### src/rtl/pia_pkg.sv
package pia_pkg;
  localparam int unsigned PIA_ID_W    = 10;
  localparam int unsigned PIA_PRIO_W  = 8;
  localparam logic [PIA_ID_W-1:0] PIA_NONE_ID = '1;
endpackage

### src/rtl/pia_leaf_build.sv
module pia_leaf_build #(
  parameter int unsigned NUM_SRC = 64,
  parameter int unsigned NUM_CPU = 2,
  parameter int unsigned BANKED  = 32,
  parameter int unsigned PRIO_W  = pia_pkg::PIA_PRIO_W,
  parameter int unsigned CPU_IDX = 0,
  localparam int unsigned KEY_W  = PRIO_W + 1
) (
  input  logic [NUM_SRC-1:0]                 src_en,
  input  logic [NUM_SRC-1:0]                 pend_row,
  input  logic [NUM_CPU*BANKED*PRIO_W-1:0]   prio_local,
  input  logic [(NUM_SRC-BANKED)*PRIO_W-1:0] prio_common,
  output logic [NUM_SRC*KEY_W-1:0]           keys
);
  localparam logic [KEY_W-1:0] IDLE_KEY = {1'b1, {PRIO_W{1'b0}}};

  for (genvar s = 0; s < NUM_SRC; s++) begin : g_src
    logic [PRIO_W-1:0] prio;
    if (s < BANKED) begin : g_bank
      assign prio = prio_local[(CPU_IDX*BANKED+s)*PRIO_W +: PRIO_W];
    end else begin : g_shared
      assign prio = prio_common[(s-BANKED)*PRIO_W +: PRIO_W];
    end
    assign keys[s*KEY_W +: KEY_W] = (src_en[s] && pend_row[s]) ? {1'b0, prio} : IDLE_KEY;
  end
endmodule

### src/rtl/pia_min_tree.sv
module pia_min_tree #(
  parameter int unsigned N      = 64,
  parameter int unsigned KEY_W  = 9,
  parameter int unsigned ID_W   = pia_pkg::PIA_ID_W,
  localparam int unsigned DEPTH  = (N > 1) ? $clog2(N) : 0,
  localparam int unsigned LEAVES = 1 << DEPTH
) (
  input  logic [N*KEY_W-1:0] keys,
  output logic [KEY_W-1:0]   best_key,
  output logic [ID_W-1:0]    best_id
);
  localparam logic [KEY_W-1:0] IDLE_KEY = {1'b1, {(KEY_W-1){1'b0}}};

  for (genvar l = 0; l <= DEPTH; l++) begin : lvl
    localparam int unsigned W = LEAVES >> l;
    logic [KEY_W-1:0] k  [W];
    logic [ID_W-1:0]  id [W];
    if (l == 0) begin : g_leaf
      for (genvar j = 0; j < W; j++) begin : g_j
        if (j < N) begin : g_real
          assign k[j]  = keys[j*KEY_W +: KEY_W];
          assign id[j] = ID_W'(j);
        end else begin : g_pad
          assign k[j]  = IDLE_KEY;
          assign id[j] = pia_pkg::PIA_NONE_ID;
        end
      end
    end else begin : g_node
      for (genvar j = 0; j < W; j++) begin : g_j
        logic take_hi;
        // the lower-ID half keeps the slot unless the upper half is strictly smaller
        assign take_hi = lvl[l-1].k[2*j+1] < lvl[l-1].k[2*j];
        assign k[j]    = take_hi ? lvl[l-1].k[2*j+1]  : lvl[l-1].k[2*j];
        assign id[j]   = take_hi ? lvl[l-1].id[2*j+1] : lvl[l-1].id[2*j];
      end
    end
  end

  assign best_key = lvl[DEPTH].k[0];
  assign best_id  = lvl[DEPTH].id[0];
endmodule

### src/rtl/pia_gate.sv
module pia_gate #(
  parameter int unsigned PRIO_W = pia_pkg::PIA_PRIO_W,
  parameter int unsigned ID_W   = pia_pkg::PIA_ID_W,
  localparam int unsigned KEY_W = PRIO_W + 1
) (
  input  logic              clk,
  input  logic              rst_n,
  input  logic              on,
  input  logic [KEY_W-1:0]  best_key,
  input  logic [ID_W-1:0]   best_id,
  input  logic [PRIO_W-1:0] mask,
  input  logic [KEY_W-1:0]  run,
  output logic [ID_W-1:0]   id_q,
  output logic              req_q
);
  logic found, pass_mask, beats_run, shown;

  assign found     = ~best_key[KEY_W-1];
  assign pass_mask = best_key <= {1'b0, mask};
  assign beats_run = best_key < run;
  assign shown     = on && found && pass_mask;

  always_ff @(posedge clk or negedge rst_n) begin
    if (!rst_n) begin
      id_q  <= pia_pkg::PIA_NONE_ID;
      req_q <= 1'b0;
    end else begin
      id_q  <= shown ? best_id : pia_pkg::PIA_NONE_ID;
      req_q <= shown && beats_run;
    end
  end
endmodule

### src/rtl/irq_prio_arbiter.sv
module irq_prio_arbiter #(
  parameter int unsigned NUM_SRC = 64,
  parameter int unsigned NUM_CPU = 2,
  parameter int unsigned BANKED  = 32,
  parameter int unsigned PRIO_W  = pia_pkg::PIA_PRIO_W,
  parameter int unsigned ID_W    = pia_pkg::PIA_ID_W,
  localparam int unsigned KEY_W  = PRIO_W + 1
) (
  input  logic                              clk,
  input  logic                              rst_n,
  input  logic                              glb_en,
  input  logic [NUM_CPU-1:0]                cpu_en,
  input  logic [NUM_SRC-1:0]                src_en,
  input  logic [NUM_CPU*NUM_SRC-1:0]        src_pend,
  input  logic [NUM_CPU*BANKED*PRIO_W-1:0]  prio_local,
  input  logic [(NUM_SRC-BANKED)*PRIO_W-1:0] prio_common,
  input  logic [NUM_CPU*PRIO_W-1:0]         prio_mask,
  input  logic [NUM_CPU*KEY_W-1:0]          run_prio,
  output logic [NUM_CPU*ID_W-1:0]           top_id,
  output logic [NUM_CPU-1:0]                irq_req
);
  for (genvar c = 0; c < NUM_CPU; c++) begin : g_cpu
    logic [NUM_SRC*KEY_W-1:0] keys;
    logic [KEY_W-1:0]         best_key;
    logic [ID_W-1:0]          best_id;

    pia_leaf_build #(
      .NUM_SRC(NUM_SRC), .NUM_CPU(NUM_CPU), .BANKED(BANKED),
      .PRIO_W(PRIO_W), .CPU_IDX(c)
    ) u_leaf (
      .src_en     (src_en),
      .pend_row   (src_pend[c*NUM_SRC +: NUM_SRC]),
      .prio_local (prio_local),
      .prio_common(prio_common),
      .keys       (keys)
    );

    pia_min_tree #(.N(NUM_SRC), .KEY_W(KEY_W), .ID_W(ID_W)) u_tree (
      .keys    (keys),
      .best_key(best_key),
      .best_id (best_id)
    );

    pia_gate #(.PRIO_W(PRIO_W), .ID_W(ID_W)) u_gate (
      .clk     (clk),
      .rst_n   (rst_n),
      .on      (glb_en && cpu_en[c]),
      .best_key(best_key),
      .best_id (best_id),
      .mask    (prio_mask[c*PRIO_W +: PRIO_W]),
      .run     (run_prio[c*KEY_W +: KEY_W]),
      .id_q    (top_id[c*ID_W +: ID_W]),
      .req_q   (irq_req[c])
    );
  end
endmodule

### config.mk
export PLATFORM = sky130hd
export DESIGN_NAME = irq_prio_arbiter
export DESIGN_NICKNAME = d
export VERILOG_FILES = /design/src/rtl/pia_pkg.sv /design/src/rtl/pia_leaf_build.sv /design/src/rtl/pia_min_tree.sv /design/src/rtl/pia_gate.sv /design/src/rtl/irq_prio_arbiter.sv
export SDC_FILE = /design/constraint.sdc
export NUM_CORES = 2
export LEC_CHECK = 0
export CELL_PAD_IN_SITES_DETAIL_PLACEMENT = 1
export CELL_PAD_IN_SITES_GLOBAL_PLACEMENT = 1
export CORE_AREA = 4 4 397 399
export DETAILED_ROUTE_END_ITERATION = 6
export DIE_AREA = 0 0 401 403
export GPL_ROUTABILITY_DRIVEN = 0
export PLACE_DENSITY_LB_ADDON = 0.1
export SLEW_MARGIN = 40
export SYNTH_ARGS = -nofsm -noshare
export SYNTH_HDL_FRONTEND = slang
export SYNTH_HIERARCHICAL = 1
export SYNTH_SLANG_ARGS = --single-unit
### constraint.sdc
create_clock -name clk -period 2.05 [get_ports clk]
set_clock_uncertainty 0.2 [all_clocks]
set_input_delay 0.3075 -clock clk [delete_from_list [all_inputs] [get_ports clk]]
set_output_delay 0.3075 -clock clk [all_outputs]
set_load 0.01 [all_outputs]
==> impl_metrics.csv <==
group,metric,value,unit
synth,synth_seq_area_share,1.12,%
synth,yosysTopAreaCell,"ha_1",
sta,relSlewSlack,37.0,%
grt,grt_pass1_vias,83500,
drt,drc,5,
sta,timing.final.ws_setup,-12.66,ns
synth,synthTopCellsByCount,"and3_2 (1024), ha_1 (980), inv_1 (898)",
synth,yosys_register_bits,22,
clock_tree,cts_tree,"built",
outcome,status,"finished, violations left",
grt,met2_usage,67.3,%
drt,num_vias,81300,
cells_and_area,area_growth,86.4,%
grt,gr-usage-all-layers,37.0,%
sta,period_needed,14.71,ns
grt,busiest_layer,"met2",
synth,synth_edf_count,0,
sta,hold_viol,0,
cells_and_area,multiInputGateArea,53300,µm²
synth,postSynthCellCount,7229,
clock_tree,path_clk_slew,0.06,ns
drt,drt-total-wl,372000,µm
critical_path,cp_max_fo,12,
drt,first_pass_iters,7,
sta,worstMarginPinSlew,0.936,ns
sta,setup_viol,22,
floorplanning,boundaryPins,1021,
synth,synth.distinct_cells,129,
drt,antenna_left,0,
clock_tree,clock-sinks,22,
grt,gr-usage-met1,40.1,%
floorplanning,dieHeight,403,µm
cells_and_area,post-route-util,62.3,%
floorplanning,die_w,401,µm
clock_tree,clk_path_buf_depth,2,
cells_and_area,design_area,95800,µm²
synth,async_reset_ff_share,100,%
cells_and_area,nFillCells,18600,
grt,met3_usage,6.00,%
floorplanning,initial_core_util,33.4,%
sta,rsz0062_at_grt,"yes",
sta,fmax,68.0,MHz
synth,avgSynthCellArea,7.11,µm²
drt,viasPerCell,6.00,
cells_and_area,drive_gt1_share,49.5,%
synth,netlist_area,51400,µm²
synth,synthFlopType,"dfstp_2",
placement,dpl_cell_area,86700,µm²
clock_tree,cts_inserted_buffers,3,
synth,synth_top_area_share,23.9,%
critical_path,start_kind,"primary input",
drt,drt_first_iter_violations,6233,
grt,grt_max_degree,23,
worst_hold_path,min_path_type,"primary input to async pin",
clock_tree,htreeDepth,1,
placement,hpwlAfterDp,257000,µm
cells_and_area,fin_nets,13400,
cells_and_area,register_area,576,µm²
outcome,violations,"DRC, setup timing",
critical_path,critical_path_class,"primary input to flip-flop",
critical_path,slowest_delay,0.67,ns
clock_tree,clockRootBuffer,"clkbuf_16",
critical_path,worst_path_max_delay_cell,"clkdlybuf4s50_1",
synth,synth_warnings,6,
floorplanning,dieArea,162000,µm²
synth,ys_top_cells_by_area,"ha_1 (24%), and3_2 (15%), mux2i_1 (8.0%)",
grt,grt_pass1_wl,480000,µm
placement,port_buffers,1020,
grt,antenna_found_initial,60,
synth,yosysMostFrequentCell,"and3_2",
floorplanning,fp-row-count,144,
grt,grt_overflow,0,
floorplanning,coreArea,154000,µm²
run,max_cap_viol_count,0,
critical_path,crit_required,2.02,ns
critical_path,cp-end-kind,"flip-flop",
critical_path,cp.arrival,14.69,ns
sta,slew_violations,0,
drt,detail_route.wl_per_cell,27.4,µm
sta,finalCritPeriodShare,718,%
## cells in the final DEF (no fill, tap or decap), types with 108 or more instances in the layout
cell             instances
buf_4                 3248
nor2_1                 448
a21o_1                 143
a21oi_2                182
o21a_1                 108
mux2_2                 148
inv_1                  824
nand2_1                477
and3_2                 927
ha_4                   123
mux2i_1                287
o21ai_0                239
clkdlybuf4s50_1        828
ha_1                   835
a21oi_1                397
## worst max-delay path by stage
stage | startpoint | to | slack, ns
finish | prio_local[114] | g_cpu[0].u_gate/id_q[8]$_DFF_PN1_ | -12.66
global route | prio_local[114] | g_cpu[0].u_gate/id_q[8]$_DFF_PN1_ | -12.80
CTS | src_pend[46] | g_cpu[0].u_gate/id_q[5]$_DFF_PN1_ | -10.72
detailed placement | src_en[47] | g_cpu[1].u_gate/id_q[9]$_DFF_PN1_ | -12.29
global placement | src_en[42] | g_cpu[1].u_gate/id_q[9]$_DFF_PN1_ | -11.55
floorplan | prio_local[333] | g_cpu[1].u_gate/id_q[3]$_DFF_PN1_ | -10.64
## worst max-delay path: cells and delay by family
family                     cells  cell delay [ns]
and+or+nand+nor               13             2.43
AOI/OAI and AO/OA             25             5.69
muxes                          4             1.54
buffers and inverters         13             2.55
adders and majority gates      7             2.06
## state kept, by name, indices dropped and copies added, names as in the netlist
register and cells:
g_cpu.u_gate/req_q 2, g_cpu.u_gate/id_q 20
## layer usage
metal | part of all wire [%] | wire [µm] | up-vias
li1 | - | - | 35200
met1 | 35 | 131000 | 39100
met2 | 47 | 175000 | 4764
met3 | 8.0 | 29700 | 2195
met4 | 9.7 | 36100 | 28
met5 | 0.069 | 258 | -
## metrics by stage
step                      hold slack (ns)  cells  worst slack, ns  TNS, ns
final                               0.461  13500           -12.66  -274.30
after CTS                           0.472  13400           -10.72  -233.81
after global routing                0.496  13500           -12.80  -277.32
after floorplan                    -0.188   7235           -10.64  -225.65
after global placement              0.119  13200           -11.55  -251.67
after detailed placement            0.132  13200           -12.29  -265.84
## area by class of cell
type                            instances  area share, %
Antenna cell                           42          0.110
Tap cell                             2044           2.67
Clock buffer                            4         0.0927
Inverter                              899           3.57
Multi-Input combinational cell       6176           55.7
Sequential cell                        22          0.601
Timing Repair Buffer                 4362           37.3
## what timing repair did
action	4_1_cts	5_1_grt
hold endpoints to repair	2	0
cloned	12	2
setup endpoints to repair	22	22
gates resized for setup	1115	606
hold buffers	1	0
setup buffers	210	126
pin swaps	319	240
## cell families (layout without fill, tap and decap cells)
| logic type | Yosys count | in the layout | synth area share [%] |
|---|---|---|---|
| compound gates | 1860 | 1865 | 24.0 |
| flops | 22 | 22 | 1.12 |
| fa+ha+maj | 984 | 984 | 23.9 |
| other cells | 2 | 50 | 0.0146 |
| mux | 606 | 606 | 12.3 |
| buf+inv | 1046 | 5265 | 7.95 |
| simple gates | 2709 | 2713 | 30.6 |
Power is left out: the tool's default activity adds up to more than one toggle a clock period on the data nets, which glitch-free logic cannot reach.
